<file path="config.mk">
export PLATFORM = sky130hd
export DESIGN_NAME = clkdiv_duty_monitor
export DESIGN_NICKNAME = d
export VERILOG_FILES = /design/src/rtl/dmon_pkg.sv /design/src/rtl/dmon_sync.sv /design/src/rtl/dmon_window.sv /design/src/rtl/dmon_supervisor.sv /design/src/rtl/clkdiv_duty_monitor.sv
export SDC_FILE = /design/constraint.sdc
export NUM_CORES = 1
export LEC_CHECK = 0
export BUFFER_PORTS_ARGS = -buffer_cell sky130_fd_sc_hd__buf_4
export CAP_MARGIN = 20
export CORE_UTILIZATION = 63
export DETAILED_ROUTE_END_ITERATION = 16
export MAX_ROUTING_LAYER = met4
export PLACE_DENSITY = 0.82
export SYNTH_ARGS = -nofsm -noshare
export SYNTH_HDL_FRONTEND = slang
export SYNTH_HIERARCHICAL = 1
export SYNTH_SLANG_ARGS = --single-unit
</file>
<file path="constraint.sdc">
create_clock -name clk_src -period 5.46 [get_ports clk_src]
set_clock_uncertainty 0.05 [all_clocks]
set_input_delay 0.546 -clock clk_src [delete_from_list [all_inputs] [get_ports clk_src]]
set_output_delay 0.546 -clock clk_src [all_outputs]
set_load 0.02 [all_outputs]
</file>
<file path="src/rtl/dmon_pkg.sv">
// Shared types for the divided clock duty monitor.
package dmon_pkg;

    // Supervisor state: judging windows, driving the reset pulse, waiting for re-lock.
    typedef enum logic [1:0] {
        ST_ARMED = 2'd0,
        ST_PULSE = 2'd1,
        ST_HOLD  = 2'd2
    } mon_state_e;

    // Number of source samples in one judgement window.
    function automatic int win_samples(input int periods);
        return 8 * periods;
    endfunction

endpackage

</file>
<file path="src/rtl/dmon_sync.sv">
// Multi-stage synchronizer that brings the divided clock into the source domain.
// Assumes: the input is asynchronous to clk; STAGES >= 2.
module dmon_sync #(
    parameter int STAGES = 2
) (
    input  logic clk,
    input  logic rst_n,
    input  logic d_async,
    output logic q_sync
);

    logic [STAGES-1:0] chain;

    // Shift the raw level through the flop chain.
    always_ff @(posedge clk) begin
        if (!rst_n) chain <= '0;
        else        chain <= {chain[STAGES-2:0], d_async};
    end

    assign q_sync = chain[STAGES-1];

endmodule

</file>
<file path="src/rtl/dmon_window.sv">
// Window sampler: counts high samples over WIN_LEN enabled cycles and registers
// the total with a one-cycle done strobe.
// Assumes: en low holds both counters at zero; a new window starts when en rises.
module dmon_window #(
    parameter int WIN_LEN = 16,
    localparam int CW = $clog2(WIN_LEN),
    localparam int OW = $clog2(WIN_LEN + 1)
) (
    input  logic          clk,
    input  logic          rst_n,
    input  logic          en,
    input  logic          sample,
    output logic          done,
    output logic [OW-1:0] ones_total
);

    localparam logic [CW-1:0] LAST = CW'(WIN_LEN - 1);

    logic [CW-1:0] win_cnt;
    logic [OW-1:0] ones;
    logic          at_last;

    assign at_last = (win_cnt == LAST);

    // Advance the position in the window and accumulate high samples.
    always_ff @(posedge clk) begin
        if (!rst_n || !en) begin
            win_cnt <= '0;
            ones    <= '0;
        end else if (at_last) begin
            win_cnt <= '0;
            ones    <= '0;
        end else begin
            win_cnt <= win_cnt + CW'(1);
            ones    <= ones + OW'(sample);
        end
    end

    // Register the completed window total and its strobe.
    always_ff @(posedge clk) begin
        if (!rst_n) begin
            done       <= 1'b0;
            ones_total <= '0;
        end else begin
            done <= en && at_last;
            if (en && at_last) ones_total <= ones + OW'(sample);
        end
    end


    hold_zero_chk: assert property (@(posedge clk) disable iff (!rst_n)
        !en |=> (win_cnt == '0 && ones == '0));


    ones_bound_chk: assert property (@(posedge clk) disable iff (!rst_n)
        ones <= OW'(win_cnt));

endmodule

</file>
<file path="src/rtl/dmon_supervisor.sv">
// Supervisor: judges each window total against half the window, issues the
// reset pulse, waits out the re-lock hold-off, keeps the sticky fault and count.
// Assumes: TOL < WIN_LEN/2, PULSE_LEN >= 4, HOLDOFF >= 1.
module dmon_supervisor
    import dmon_pkg::*;
#(
    parameter int WIN_LEN   = 16,
    parameter int TOL       = 2,
    parameter int PULSE_LEN = 4,
    parameter int HOLDOFF   = 16,
    parameter int CNT_W     = 4,
    localparam int OW = $clog2(WIN_LEN + 1),
    localparam int PW = $clog2(PULSE_LEN + 1),
    localparam int HW = $clog2(HOLDOFF + 1)
) (
    input  logic             clk,
    input  logic             rst_n,
    input  logic             locked,
    input  logic             win_done,
    input  logic [OW-1:0]    ones_total,
    output logic             armed,
    output logic             req,
    output logic             fault,
    output logic [CNT_W-1:0] req_count
);

    localparam logic [OW-1:0]    HALF    = OW'(WIN_LEN / 2);
    localparam logic [OW-1:0]    TOL_V   = OW'(TOL);
    localparam logic [CNT_W-1:0] CNT_MAX = {CNT_W{1'b1}};

    mon_state_e    state;
    logic [PW-1:0] pulse_cnt;
    logic [HW-1:0] hold_cnt;
    logic [OW-1:0] dev;
    logic          bad_window;

    // Distance of the window total from the ideal half-window count.
    always_comb begin
        dev        = (ones_total > HALF) ? (ones_total - HALF) : (HALF - ones_total);
        bad_window = win_done && (dev > TOL_V);
    end

    // Sequence judging, pulsing and re-lock waiting; keep flag and count.
    always_ff @(posedge clk) begin
        if (!rst_n) begin
            state     <= ST_ARMED;
            pulse_cnt <= '0;
            hold_cnt  <= '0;
            fault     <= 1'b0;
            req_count <= '0;
        end else begin
            case (state)
                ST_ARMED: begin
                    if (bad_window) begin
                        state     <= ST_PULSE;
                        pulse_cnt <= PW'(PULSE_LEN);
                        fault     <= 1'b1;
                        if (req_count != CNT_MAX) req_count <= req_count + CNT_W'(1);
                    end
                end
                ST_PULSE: begin
                    pulse_cnt <= pulse_cnt - PW'(1);
                    if (pulse_cnt == PW'(1)) begin
                        state    <= ST_HOLD;
                        hold_cnt <= '0;
                    end
                end
                default: begin
                    if (!locked)                         hold_cnt <= '0;
                    else if (hold_cnt == HW'(HOLDOFF - 1)) state  <= ST_ARMED;
                    else                                 hold_cnt <= hold_cnt + HW'(1);
                end
            endcase
        end
    end

    assign armed = (state == ST_ARMED);
    assign req   = (pulse_cnt != '0);


    pulse_width_chk: assert property (@(posedge clk) disable iff (!rst_n)
        $fell(req) |-> ($past(req, 2) && $past(req, 3) && $past(req, 4)));


    fault_sticky_chk: assert property (@(posedge clk) disable iff (!rst_n)
        fault |=> fault);


    count_step_chk: assert property (@(posedge clk) disable iff (!rst_n)
        !$stable(req_count) |-> ($rose(req) && req_count == CNT_W'($past(req_count) + CNT_W'(1))));


    count_sat_chk: assert property (@(posedge clk) disable iff (!rst_n)
        (req_count == CNT_MAX) |=> (req_count == CNT_MAX));


    rise_from_armed_chk: assert property (@(posedge clk) disable iff (!rst_n)
        $rose(req) |-> ($past(state) == ST_ARMED));

endmodule

</file>
<file path="src/rtl/clkdiv_duty_monitor.sv">
// Top: supervises a divide-by-eight clock using the fast source clock that feeds
// its generator, and requests a generator reset on a bad duty cycle.
// Assumes: everything runs on clk_src; div_clk_in is asynchronous to it.
module clkdiv_duty_monitor #(
    parameter int WIN_PERIODS = 2,
    parameter int TOL         = WIN_PERIODS,
    parameter int PULSE_LEN   = 4,
    parameter int HOLDOFF     = 16,
    parameter int CNT_W       = 4,
    localparam int WIN_LEN = dmon_pkg::win_samples(WIN_PERIODS),
    localparam int OW      = $clog2(WIN_LEN + 1)
) (
    input  logic             clk_src,
    input  logic             rst_n,
    input  logic             div_clk_in,
    input  logic             gen_locked,
    output logic             gen_reset_req,
    output logic             fault_flag,
    output logic [CNT_W-1:0] reset_req_count
);

    logic          div_sync;
    logic          armed;
    logic          win_en;
    logic          win_done;
    logic [OW-1:0] ones_total;

    // Count only while the generator reports lock and the supervisor is judging.
    assign win_en = gen_locked && armed;

    dmon_sync #(.STAGES(2)) u_sync (
        .clk     (clk_src),
        .rst_n   (rst_n),
        .d_async (div_clk_in),
        .q_sync  (div_sync)
    );

    dmon_window #(.WIN_LEN(WIN_LEN)) u_window (
        .clk        (clk_src),
        .rst_n      (rst_n),
        .en         (win_en),
        .sample     (div_sync),
        .done       (win_done),
        .ones_total (ones_total)
    );

    dmon_supervisor #(
        .WIN_LEN   (WIN_LEN),
        .TOL       (TOL),
        .PULSE_LEN (PULSE_LEN),
        .HOLDOFF   (HOLDOFF),
        .CNT_W     (CNT_W)
    ) u_sup (
        .clk        (clk_src),
        .rst_n      (rst_n),
        .locked     (gen_locked),
        .win_done   (win_done),
        .ones_total (ones_total),
        .armed      (armed),
        .req        (gen_reset_req),
        .fault      (fault_flag),
        .req_count  (reset_req_count)
    );

endmodule

</file>
-- Word level (Yosys, flattened, before mapping)
Index checks and enable logic that the tools add are counted.
- add/subtract/negate cells: 7
- $lt $le $gt $ge: 2
- eq/ne operators: 8
- muxes and demuxes: 12
- bitwise gates (word level): 1
- reduce and logical (&&, ||, !) cells: 17
- operator list (operator ; count):
    $mux W5 ; 4
    $pmux W5 S2 ; 1
    $reduce_bool A3 Y1 ; 3
    $add A4 B1 Y4 const B ; 2
    $mux W2 ; 4
    $pmux W3 S2 ; 1
    $reduce_and A3 Y1 ; 2
    $add A5 B1 Y5 ; 1
    $add A5 B1 Y5 const B ; 1
    $eq A5 B4 Y1 const B ; 1
    $gt A5 B2 Y1 const B ; 1
    $gt A5 B4 Y1 const B ; 1
    $sub A4 B5 Y5 const A ; 1
    $sub A5 B4 Y5 const B ; 1
    $eq A4 B4 Y1 const B ; 1
    $ne A2 B1 Y1 const B ; 2
    $ne A4 B4 Y1 const B ; 1
    $pmux W2 S2 ; 1
    $reduce_and A2 Y1 ; 2
    $reduce_and A4 Y1 ; 1
    $eq A3 B1 Y1 const B ; 1
    $logic_and A1 B1 Y1 ; 3
    $mux W3 ; 1
    $ne A3 B3 Y1 const B ; 1
    other kinds (8) ; 9
- register bits after elaboration: 32
- output and inout port bits: 6
- word-level logic and storage cells: 57

-- Depth between registers and ports, before layout
- word-level depth: 6
- mapped depth: 8
- gate-level depth less buffers: 8

-- Hierarchy
Netlist, hierarchy kept.
- modules (own cells, without submodules) (module ; times used ; cells each ; area each (µm²)):
    dmon_supervisor ; 1 ; 109 ; 900.9
    dmon_window ; 1 ; 52 ; 548.0
    dmon_sync ; 1 ; 4 ; 52.6
    clkdiv_duty_monitor ; 1 ; 1 ; 6.3

-- Worst setup path after synthesis
Ideal clock, no wire load.
- path kind: register -> register
- start point: register u_window.ones_total[1]
- end point: register u_sup.req_count[0]
- library setup time: 0.072 ns
- arrival: 1.664 ns
- slack: 3.674 ns
- stages on the path, launching flop included: 8
- path through: dfxtp_1 -> inv_1 -> ha_1 -> nand2b_1 -> a211oi_1 -> o31ai_2 -> a31oi_2 -> mux2i_1
- word-level cells in the longest chain between the ends: 5
- elaborated cells between the ends (all ways): 7
- ends and longest elaborated chain (element ; RTL line ; source):
    from (decl) ; dmon_window.sv:14 ; output logic [OW-1:0] ones_total
    from (signal assigned) ; dmon_window.sv:46 ; if (en && at_last) ones_total <= ones + OW'(sample);
    $sub A4 B5 Y5 (tied with other cells) ; dmon_supervisor.sv:39 ; dev = (ones_total > HALF) ? (ones_total - HALF) : (HALF - ones_total);
    $mux W5 * ; dmon_supervisor.sv:39 ;
    $gt A5 B2 Y1 * ; dmon_supervisor.sv:40 ; bad_window = win_done && (dev > TOL_V);
    $logic_and A1 B1 Y1 * ; dmon_supervisor.sv:40 ;
    $reduce_and A3 Y1 (no line) * ; -- ;
    to (signal assigned) ; dmon_supervisor.sv:58 ; if (req_count != CNT_MAX) req_count <= req_count + CNT_W'(1);
    to (decl) ; dmon_supervisor.sv:24 ; output logic [CNT_W-1:0] req_count
Mark *: on every way between the ends. The rest lies on a longest branch, timed or not.
A chain may end at the register's enable or synchronous reset.

-- Worst setup path after layout
- start point: register u_window.ones_total[1]
- end point: register u_sup.pulse_cnt[2]
- word-level cells in the longest chain between the ends: 6
- elaborated cells between the ends (all ways): 8
- ends and longest elaborated chain (element ; RTL line ; source):
    $sub A4 B5 Y5 (tied with other cells) ; dmon_supervisor.sv:39 ;
    $mux W5 * ; dmon_supervisor.sv:39 ;
    $gt A5 B2 Y1 * ; dmon_supervisor.sv:40 ;
    $logic_and A1 B1 Y1 * ; dmon_supervisor.sv:40 ;
    $ne A2 B1 Y1 (no line) * ; -- ;
    $reduce_and A2 Y1 (no line) * ; -- ;
    to (signal assigned) ; dmon_supervisor.sv:56 ; pulse_cnt <= PW'(PULSE_LEN);
    to (signal assigned) ; dmon_supervisor.sv:62 ; pulse_cnt <= pulse_cnt - PW'(1);
    to (decl) ; dmon_supervisor.sv:32 ; logic [PW-1:0] pulse_cnt;
Marked as above.

==> flow_metrics.py <==
metrics = {
    "logic_synthesis": {
        "synth_ff_type": "dfxtp_1",
        "synth_nets": 181,
        "yosysUniqueCellTypes": 37,
        "synth_area_mm2": 0.00151,
        "async_reset_ff_frac": 0,
        "ys.warnings.count": 6,
        "yosysTopAreaCell": "dfxtp_1",
        "yosysSeqAreaShare": 0.425,
        "synth_top_cells_by_area": "dfxtp_1 42%, ha_1 9.1%, a21oi_1 5.0%, nor2_1 5.0%, mux2i_1 3.3%",
        "synth_top_area_frac": 0.425,
        "ys_seq_elements": 32,
        "synth_edf_count": 0,
        "netlist_instances": 166,
        "synth.avg_cell_area_um2": 9.08,
    },
    "global_route": {
        "grt_pass1_wl_um": 4680,
        "grt_pass1_vias": 1108,
        "antenna_found_initial": 0,
        "grt_max_degree": 19,
        "track_usage": 0.255,
        "grt.overflow.total": 0,
    },
    "route": {
        "vias": 1180,
        "routed_wl_um": 2750,
        "drc": 0,
        "ant_nets": 0,
        "drt-vias-per-instance": 5.67,
        "wire_per_inst_um": 13.2,
        "drt-pass1-iter-count": 4,
        "drt_iter0_markers": 13,
    },
    "setup_path": {
        "critPathKind": "reg -> reg",
        "critPathCaptureType": "flip-flop",
        "crit_path_cell_trace": "inv_1, ha_1, nand2b_1, a21boi_0, o31ai_1, a21oi_1, o211a_1",
        "cp_max_fo": 6,
        "crit_buf_inv": 1,
        "required_ns": 5.64,
        "cpPeakStageDelay_ns": 0.45,
        "crit_family": "compound AO/OA/AOI/OAI gates",
        "cp_slowest_cell": "o31ai_1",
        "startpoint_type": "flip-flop",
        "critPathArrivalTime_ns": 2.23,
    },
    "sta": {
        "period_needed_ns": 2.05,
        "finalHoldViolCount": 0,
        "period_share": 0.376,
        "slew_headroom": 0.641,
        "max_freq_ghz": 0.488,
        "worst_pin_slew_ns": 0.538,
        "timing.setup.tns_ns": 0,
        "finalSetupViolations": 0,
        "maxSlewViolCount": 0,
        "grt_setup_unrepaired": "no",
    },
    "placed_design": {
        "placed_cell_area_mm2": 0.00159,
        "dp_hpwl_um": 1950,
        "dp.cells": 200,
        "port-buffer-count": 9,
        "place.gp.congestion": 0.901,
    },
    "power": {
        "irDropWorstVdd_v": 0.000186,
        "p_sw_frac": 0.215,
        "p_seq_frac": 0.612,
        "pwr-share-comb": 0.026,
        "p_clk_frac": 0.362,
        "power_density_mw_per_mm2": 233,
        "leakagePower_nw": 0.665,
        "power.total_uw": 385,
        "switchingPower_uw": 83.0,
        "p_int_uw": 302,
    },
    "finish": {
        "fin_nets": 194,
        "final_common_cell": "dfxtp_1",
        "area_growth_pct": 9.46,
        "instances_no_fill": 208,
        "drive_above_1_share": 0.111,
        "insertedDiodeCount": 0,
        "post-route-cell-area_mm2": 0.00165,
        "n_fill_cell": 175,
        "final_cell_mix": "32 x dfxtp_1, 20 x nor2_1, 15 x a21oi_1, 11 x ha_1",
    },
    "die": {
        "io_pins": 10,
        "die_w_um": 50.9,
        "die_y_um": 50.9,
        "row_count": 17,
        "core_mm2": 0.00223,
        "die_area_mm2": 0.00259,
        "initial_core_util": 0.675,
    },
    "cts": {
        "numClockSinks": 32,
        "cts_buffers": 5,
        "clockBufferDepth": 2,
        "cts_hold_buf": 0,
        "postCtsSetupBuffers": 0,
        "cts_resized": 0,
        "cts-root-buf": "clkbuf_4",
        "cts_max_level": 2,
        "clkTransAtPathRegs_ns": 0.09,
        "clkLatencyLatePin_ns": 0.33,
        "tritoncts": "yes",
    },
    "flow_run": {
        "max_cap_violations": 0,
    },
    "status": {
        "outcome": "finished, final reports clean",
    },
    "hold_path": {
        "min_path_type": "in -> reg",
    },
}
[path summary, 6_finish.rpt]
path | startpoint | to | slack (ns) | depth (start not counted)
worst min-delay path | div_clk_in | u_sync/chain[0] | 0.37 | 2
worst max register to register | u_window/ones_total[1] | u_sup/pulse_cnt[2] | 3.41 | 7
worst min register to register | u_sync/chain[0] | u_sync/chain[1] | 0.40 | 1
worst max-delay path | u_window/ones_total[1] | u_sup/pulse_cnt[2] | 3.41 | 7
[synthesized netlist by cell type (3+ instances only)]
library cell  instances
a21oi_1              15
and2_1                7
dfxtp_1              32
ha_1                 11
inv_1                10
mux2i_1               5
nand2_1              10
nand2b_1              4
nand3_1               9
nor2_1               20
nor2b_1               5
o21ai_0               5
xor2_1                3
[power by group through the flow]
stage               Clock (mW)  Sequential [mW]  Combinational, mW
floorplan                    0            0.241            0.00552
global placement             0            0.241            0.00960
detailed placement           0            0.241             0.0101
CTS                      0.142            0.236             0.0102
global route             0.154            0.236             0.0115
finish                   0.139            0.236             0.0101
[routing by layer]
layer	track usage	wire, µm	up-vias
met1	0.281	1270	552
met2	0.412	1360	15
li1	-	-	606
met5	-	0	-
met4	0.125	43	0
met3	0.0833	80	7
[final cells by class]
class                   count  area (µm²)  area share
inverters                  10        37.5      0.0227
repair buffers              9        67.6      0.0409
multi-input cells         121         811       0.491
flip-flops and latches     32         641       0.388
well taps                  28        35.0      0.0212
clock buffers               8        58.8      0.0356
[state kept, by name, indices dropped and copies added, names as in the netlist]
| name | cells |
|---|---|
| u_sup/req_count | 4 |
| u_window/win_cnt | 4 |
| u_window/ones_total | 5 |
| u_window/ones | 5 |
| u_sup/state | 2 |
| u_sup/pulse_cnt | 3 |
| u_sup/fault | 1 |
| u_window/done | 1 |
| u_sync/chain | 2 |
| u_sup/hold_cnt | 5 |
[kinds of logic after synthesis]
logic type | synth area share
AOI/OAI and AO/OA | 0.141
buffers and inverters | 0.0373
adders and majority gates | 0.0913
xor gates and xnor gates | 0.0291
muxes | 0.0332
and+or+nand+nor | 0.243
DFF | 0.425
[through the flow]
step | hold WS (ns) | utilization | setup WS (ns)
global route | 0.357 | 0.739 | 3.22
detailed placement | 0.382 | 0.713 | 3.45
CTS | 0.366 | 0.739 | 3.41
finish | 0.369 | 0.739 | 3.41
global placement | 0.376 | 0.713 | 3.58
floorplan | 0.362 | - | 3.67
No activity file was read; power rests on OpenSTA's default activity.
